--- config.mk ---
export PLATFORM = sky130hd
export DESIGN_NAME = doorbell_unit
export DESIGN_NICKNAME = d
export VERILOG_FILES = /design/src/rtl/doorbell_pkg.sv /design/src/rtl/db_trig_decode.sv /design/src/rtl/db_cpu_bank.sv /design/src/rtl/doorbell_unit.sv
export SDC_FILE = /design/constraint.sdc
export NUM_CORES = 1
export LEC_CHECK = 0
export ABC_AREA = 1
export BUFFER_PORTS_ARGS = -buffer_cell sky130_fd_sc_hd__buf_2
export CELL_PAD_IN_SITES_DETAIL_PLACEMENT = 1
export CELL_PAD_IN_SITES_GLOBAL_PLACEMENT = 1
export CORE_UTILIZATION = 45
export CTS_BUF_LIST = sky130_fd_sc_hd__clkbuf_2
export CTS_CLUSTER_SIZE = 30
export DETAILED_ROUTE_END_ITERATION = 7
export GPL_ROUTABILITY_DRIVEN = 1
export GPL_TIMING_DRIVEN = 0
export PLACE_DENSITY = 0.9
export SLEW_MARGIN = 20
export SYNTH_ARGS = -nofsm -noshare
export SYNTH_HDL_FRONTEND = slang
export SYNTH_SLANG_ARGS = --single-unit
--- constraint.sdc ---
create_clock -name clk -period 3 [get_ports clk]
set_clock_uncertainty 0.15 [all_clocks]
set_input_delay 0.45 -clock clk [delete_from_list [all_inputs] [get_ports clk]]
set_output_delay 0.45 -clock clk [all_outputs]
set_load 0.05 [all_outputs]
--- src/rtl/doorbell_pkg.sv ---
package doorbell_pkg;

    localparam int OFS_TRIGGER = 'h04;
    localparam int OFS_PENDING = 'h08;
    localparam int OFS_ENABLE  = 'h0C;

    typedef enum logic [1:0] {
        ACC_NONE,
        ACC_TRIGGER,
        ACC_PENDING,
        ACC_ENABLE
    } access_e;

endpackage

--- src/rtl/db_trig_decode.sv ---
module db_trig_decode #(
    parameter int NUM_CPUS = 4,
    parameter int DATA_W   = 32,
    parameter int IPI_BITS = 8,
    parameter int MSI_LO   = 16,
    parameter int MAP_LSB  = 8
) (
    input  logic                             valid_i,
    input  logic [DATA_W-1:0]                word_i,
    output logic [NUM_CPUS-1:0][DATA_W-1:0]  set_o
);
    localparam int IDX_W = $clog2(DATA_W);
    localparam logic [DATA_W-1:0] LIVE_MASK =
        ({DATA_W{1'b1}} << MSI_LO) | ((DATA_W'(1) << IPI_BITS) - DATA_W'(1));

    logic [IDX_W-1:0]  idx;
    logic [DATA_W-1:0] onehot;

    always_comb begin
        idx    = word_i[IDX_W-1:0];
        onehot = (DATA_W'(1) << idx) & LIVE_MASK;
    end

    for (genvar c = 0; c < NUM_CPUS; c++) begin : g_dest
        always_comb begin
            set_o[c] = (valid_i && word_i[MAP_LSB+c]) ? onehot : '0;
        end
    end
endmodule

--- src/rtl/db_cpu_bank.sv ---
module db_cpu_bank #(
    parameter int DATA_W   = 32,
    parameter int IPI_BITS = 8,
    parameter int MSI_LO   = 16
) (
    input  logic              clk,
    input  logic              rst_n,
    input  logic [DATA_W-1:0] set_i,
    input  logic              pend_we_i,
    input  logic              en_we_i,
    input  logic [DATA_W-1:0] wdata_i,
    output logic [DATA_W-1:0] pend_o,
    output logic [DATA_W-1:0] en_o,
    output logic              ipi_o,
    output logic              msi_o
);
    localparam logic [DATA_W-1:0] LIVE_MASK =
        ({DATA_W{1'b1}} << MSI_LO) | ((DATA_W'(1) << IPI_BITS) - DATA_W'(1));

    typedef struct packed {
        logic [DATA_W-1:0] pend;
        logic [DATA_W-1:0] en;
    } bank_t;

    bank_t st_d, st_q;

    always_comb begin
        st_d = st_q;
        if (pend_we_i) begin
            st_d.pend = st_q.pend & wdata_i;
        end
        st_d.pend = (st_d.pend | set_i) & LIVE_MASK;
        if (en_we_i) begin
            st_d.en = wdata_i;
        end
    end

    always_ff @(posedge clk) begin
        if (!rst_n) begin
            st_q <= '0;
        end else begin
            st_q <= st_d;
        end
    end

    assign pend_o = st_q.pend;
    assign en_o   = st_q.en;
    assign ipi_o  = |(st_q.pend[IPI_BITS-1:0] & st_q.en[IPI_BITS-1:0]);
    assign msi_o  = |(st_q.pend[DATA_W-1:MSI_LO] & st_q.en[DATA_W-1:MSI_LO]);


    set_lands_chk: assert property (@(posedge clk) disable iff (!rst_n)
        ((set_i & LIVE_MASK) != '0) |=>
            ((pend_o & $past(set_i & LIVE_MASK)) == $past(set_i & LIVE_MASK)));


    set_beats_clear_chk: assert property (@(posedge clk) disable iff (!rst_n)
        (pend_we_i && (set_i & LIVE_MASK) != '0) |=>
            ((pend_o & $past(set_i & LIVE_MASK)) == $past(set_i & LIVE_MASK)));


    zero_clears_chk: assert property (@(posedge clk) disable iff (!rst_n)
        (pend_we_i && set_i == '0) |=> ((pend_o & ~$past(wdata_i)) == '0));


    reserved_zero_chk: assert property (@(posedge clk) disable iff (!rst_n)
        pend_o[MSI_LO-1:IPI_BITS] == '0);


    enable_load_chk: assert property (@(posedge clk) disable iff (!rst_n)
        en_we_i |=> (en_o == $past(wdata_i)));


    ipi_quiet_chk: assert property (@(posedge clk) disable iff (!rst_n)
        (en_o[IPI_BITS-1:0] == '0) |-> !ipi_o);


    msi_quiet_chk: assert property (@(posedge clk) disable iff (!rst_n)
        (pend_o[DATA_W-1:MSI_LO] == '0) |-> !msi_o);
endmodule

--- src/rtl/doorbell_unit.sv ---
module doorbell_unit #(
    parameter int NUM_CPUS = 4,
    parameter int DATA_W   = 32,
    parameter int ADDR_W   = 8,
    parameter int IPI_BITS = 8,
    parameter int MSI_LO   = 16,
    parameter int MAP_LSB  = 8
) (
    input  logic                        clk,
    input  logic                        rst_n,
    input  logic                        req_valid,
    input  logic                        req_write,
    input  logic [$clog2(NUM_CPUS)-1:0] req_cpu,
    input  logic [ADDR_W-1:0]           req_addr,
    input  logic [DATA_W-1:0]           req_wdata,
    input  logic                        ext_trig_valid,
    input  logic [DATA_W-1:0]           ext_trig_word,
    output logic                        rd_valid,
    output logic [DATA_W-1:0]           rd_data,
    output logic [NUM_CPUS-1:0]         ipi_irq,
    output logic [NUM_CPUS-1:0]         msi_irq
);
    import doorbell_pkg::*;

    typedef struct packed {
        logic              vld;
        logic [DATA_W-1:0] data;
    } rsp_t;

    access_e                          acc;
    logic                             bus_trig;
    logic [NUM_CPUS-1:0][DATA_W-1:0]  set_bus, set_ext;
    logic [NUM_CPUS-1:0][DATA_W-1:0]  pend_all, en_all;
    rsp_t                             rsp_d, rsp_q;

    always_comb begin
        acc = ACC_NONE;
        if (req_valid) begin
            if (req_addr == ADDR_W'(OFS_TRIGGER))      acc = ACC_TRIGGER;
            else if (req_addr == ADDR_W'(OFS_PENDING)) acc = ACC_PENDING;
            else if (req_addr == ADDR_W'(OFS_ENABLE))  acc = ACC_ENABLE;
        end
        bus_trig = req_write && (acc == ACC_TRIGGER);
    end

    db_trig_decode #(
        .NUM_CPUS(NUM_CPUS), .DATA_W(DATA_W), .IPI_BITS(IPI_BITS),
        .MSI_LO(MSI_LO), .MAP_LSB(MAP_LSB)
    ) u_dec_bus (
        .valid_i(bus_trig), .word_i(req_wdata), .set_o(set_bus)
    );

    db_trig_decode #(
        .NUM_CPUS(NUM_CPUS), .DATA_W(DATA_W), .IPI_BITS(IPI_BITS),
        .MSI_LO(MSI_LO), .MAP_LSB(MAP_LSB)
    ) u_dec_ext (
        .valid_i(ext_trig_valid), .word_i(ext_trig_word), .set_o(set_ext)
    );

    for (genvar c = 0; c < NUM_CPUS; c++) begin : g_bank
        logic pend_we, en_we;
        always_comb begin
            pend_we = req_write && (acc == ACC_PENDING) && (req_cpu == c);
            en_we   = req_write && (acc == ACC_ENABLE)  && (req_cpu == c);
        end
        db_cpu_bank #(
            .DATA_W(DATA_W), .IPI_BITS(IPI_BITS), .MSI_LO(MSI_LO)
        ) u_bank (
            .clk(clk), .rst_n(rst_n),
            .set_i(set_bus[c] | set_ext[c]),
            .pend_we_i(pend_we), .en_we_i(en_we), .wdata_i(req_wdata),
            .pend_o(pend_all[c]), .en_o(en_all[c]),
            .ipi_o(ipi_irq[c]), .msi_o(msi_irq[c])
        );
    end

    always_comb begin
        rsp_d      = '0;
        rsp_d.vld  = req_valid && !req_write;
        if (!req_write) begin
            case (acc)
                ACC_PENDING: rsp_d.data = pend_all[req_cpu];
                ACC_ENABLE:  rsp_d.data = en_all[req_cpu];
                default:     rsp_d.data = '0;
            endcase
        end
    end

    always_ff @(posedge clk) begin
        if (!rst_n) begin
            rsp_q <= '0;
        end else begin
            rsp_q <= rsp_d;
        end
    end

    assign rd_valid = rsp_q.vld;
    assign rd_data  = rsp_q.data;


    read_answers_chk: assert property (@(posedge clk) disable iff (!rst_n)
        (req_valid && !req_write) |=> rd_valid);


    no_spurious_rsp_chk: assert property (@(posedge clk) disable iff (!rst_n)
        !(req_valid && !req_write) |=> !rd_valid);


    trigger_reads_zero_chk: assert property (@(posedge clk) disable iff (!rst_n)
        (req_valid && !req_write && req_addr == ADDR_W'(OFS_TRIGGER)) |=> (rd_data == '0));
endmodule

==> metrics.md <==
| Metric | Value |
|---|---|
| Status | complete, no violations |
| Floorplan core area | 29800 um^2 |
| # nets final | 2548 |
| Type of the setup path with the least slack | reg -> out |
| Drt via density | 5.80 |
| Critical path endpoint | ipi_irq[3] |
| Clock Path Buffers | 3 |
| Main area contributors after synthesis | sky130_fd_sc_hd__dfxtp_1, sky130_fd_sc_hd__nand2_1, sky130_fd_sc_hd__nor2_1 |
| Initial core utilization | 46.0% |
| Peak Freq | 0.338 GHz |
| Setup bufs post-CTS | 0 |
| Root buffer selected by CTS | sky130_fd_sc_hd__clkbuf_2 |
| Final global-route overflow total | 0 |
| Count of clock tree sinks | 257 |
| Number of violations reported at the end of detailed-routing iteration 0 | 1683 |
| Avg Synthesized Cell Area | 6.09 um^2 |
| Vertical extent of the die | 176 um |
| Area grow syn2layout | 16.4% |
| Die ar. | 31100 um^2 |
| I/O Buffers | 89 |
| Pins over their slew limit | 0 |
| Number of storage elements in the synthesis netlist | 257 |
| Global router's overall resource usage | 43.5% |
| Endpoints failing hold | 0 |
| Final GP Congestion | 1.05 |
| Part of the cycle the worst path needs | 98.5% |
| Area after DPL | 14600 um^2 |
| Cell row count | 63 |
| Pwr/cell area | 425 nW/um^2 |
| TritonCTS buffer count | 76 |
| Setup slack of the most critical reg-to-reg path | 1700 ps |
| Post-synthesis instance total | 2249 |
| Setup-failing EPs final | 0 |
| Number of global-route vias before repair | 17500 |
| MaxCap Viol Count | 0 |
| Fraction of final layout cells with drive strength greater than 1 | 12.0% |
| Worst flop-to-flop path endpoint | rd_data[0] |
| CP max-delay cell | sky130_fd_sc_hd__dfxtp_1 |
| Synth cell types | 33 |
| Post-synthesis cell area | 13700 um^2 |
| Most common library cell in the layout ignoring fill and taps | sky130_fd_sc_hd__nand2_1 |
| IR Drop Worst-Case VDD | 0.371 mV |
| Clock-pin slew on the worst setup and hold paths | 130 ps |
| Crit path launch | g_bank[3].u_bank.pend_o[2] |
| P_leak | 7.23 nW |
| Horiz. Die Dim | 176 um |
| Data arrival time of the worst path | 2360 ps |
| Largest net degree at the start of global routing | 11 |
| Antenna Violating Nets Remaining | 0 |
| Final design utilization | 53.5% |
| Iteration count of the initial detailed-routing pass | 6 |
| CTS tree | done |
| Worst setup SP type | flip-flop |
| Initial antenna violation count | 3 |
| Crit path capture type | output pin |
| # H-tree levels | 3 |
| Required time at the endpoint of the critical path | 2400 ps |
| First-pass GRT wire length | 101 mm |
| Clock period minus worst slack | 2960 ps |
| Fillers | 4295 |
| Total nets after synthesis | 2328 |
| Area of all placed cells without fillers | 15900 um^2 |
| Relative max-transition margin | 19.1% |
| Worst Max-Slew Pin Slew | 1210 ps |
| Post-synth top area share | 37.6% |
| Depth of the most critical reg-to-reg path | 6 |
| Ports placed on the boundary | 120 |
| Final HPWL DP | 47.8 mm |
| DR WL/cell | 23.1 um |
| Worst-path fanout max | 2 |
| Via count | 16900 |
| Leading cell types in the layout, fill and taps excluded | sky130_fd_sc_hd__nand2_1, sky130_fd_sc_hd__nor2_1, sky130_fd_sc_hd__inv_1 |
| Final total negative setup slack | 0 ps |
| Library cell occupying the most area in the post-synthesis netlist | sky130_fd_sc_hd__dfxtp_1 |
| DRC violation count after routing | 0 |
| Worst R2R Start | g_bank[0].u_bank.en_o[0] |
| CP max stage delay | 330 ps |
| Sequential share of the synthesized area | 37.6% |
| Number of warnings reported in the yosys synthesis log | 0 |
| Power after layout | 0.00677 W |
| Clk_lat worst skew | 990 ps |
| Class of the worst hold path | in -> reg |
| Crit-path cells | inv_1 -> o22ai_1 -> a221oi_2 -> nand2_1 -> buf_4 -> buf_2 |
| Wire length reported by the detailed router | 67.2 mm |
[worst min path at each step]
stage | cells after the start | to | startpoint | slack (ps)
finish | 5 | rd_data[13] | req_addr[3] | 50
floorplan | 2 | g_bank[0].u_bank.pend_o[23] | g_bank[0].u_bank.pend_o[23] | 290
global placement | 2 | g_bank[1].u_bank.pend_o[2] | g_bank[1].u_bank.pend_o[2] | 300
detailed placement | 2 | g_bank[0].u_bank.pend_o[30] | g_bank[0].u_bank.pend_o[30] | 300
CTS | 5 | rd_data[15] | req_addr[3] | 1
global route | 4 | g_bank[0].u_bank.pend_o[24] | rst_n | 20
[final cells by class]
class | count | area [um^2] | area share, %
inverter | 265 | 995 | 6.24
clock buffer | 112 | 561 | 3.52
sequential | 257 | 5160 | 32.4
buffer | 135 | 673 | 4.22
multi-input combinational | 1591 | 6950 | 43.6
timing repair buffer | 143 | 1000 | 6.28
tap | 390 | 488 | 3.06
antenna | 4 | 10.0 | 0.0628
clock inverter | 18 | 98.8 | 0.620
[power by group]
part,switching [W],internal [W]
Combinational,0.000456,0.000122
Sequential,0.0000110,0.00342
Clock,0.00169,0.00107
Total,0.00216,0.00461
[synth_stat cells (all sizes together)]
master	instances
inv	263
nor2	472
o21ai	25
o211ai	1
and2	1
nor3	11
buf	68
clkinv	2
nor4	5
o22ai	51
a21oi	105
a221oi	13
a22o	3
a41oi	4
clkbuf	68
nand2	669
nand4	27
o2111ai	12
a22oi	2
dfxtp	257
a31oi	1
o21a	1
nand3	188
[metrics by stage]
stage / worst slack, ps / hold slack, ps / std cells
6_report: 44.0 / 47.1 / 2915
5_1_grt: -11.9 / 18.1 / 2915
4_1_cts: -61.7 / 1.08 / 2913
3_5_place_dp: 2.07 / 303 / 2728
3_3_place_gp: 53.8 / 299 / 2728
2_1_floorplan: 1100 / 289 / 2249
[layer usage]
metal | global-route usage, % | routed length [um] | part of all wire [%]
met3 | 10.1 | 6370 | 9.5
met1 | 51.4 | 25900 | 39
met2 | 69.8 | 30300 | 45
met5 | 0 | 0 | 0
met4 | 30.0 | 4630 | 6.9
[sequential cells by signal, summed over array words and instances (netlist names)]
name and cells:
rd_valid 1, rd_data 32, g_bank.u_bank.en_o 128, g_bank.u_bank.pend_o 96
[timing repair]
item                       4_1_cts  5_1_grt
pin swaps                        3       10
setup endpoints to repair        4        6
hold buffers                    55        0
hold endpoints to repair       213        0
resized for setup                9       27
gates cloned                     0        0
[kinds of logic after synthesis]
family | count (synthesis) | share of synthesized area [%]
AO/OA/AOI/OAI | 218 | 9.39
buffers and inverters | 401 | 12.2
flip-flops | 257 | 37.6
AND/OR/NAND/NOR | 1373 | 40.8
[worst max-delay path: cells and delay by family (launching register included)]
kind	cells	cell delay, ps
AND/OR/NAND/NOR	1	140
flip-flops	1	330
buffers and inverters	3	470
AO/OA/AOI/OAI	2	440
Power figures use the tool's default switching activity.
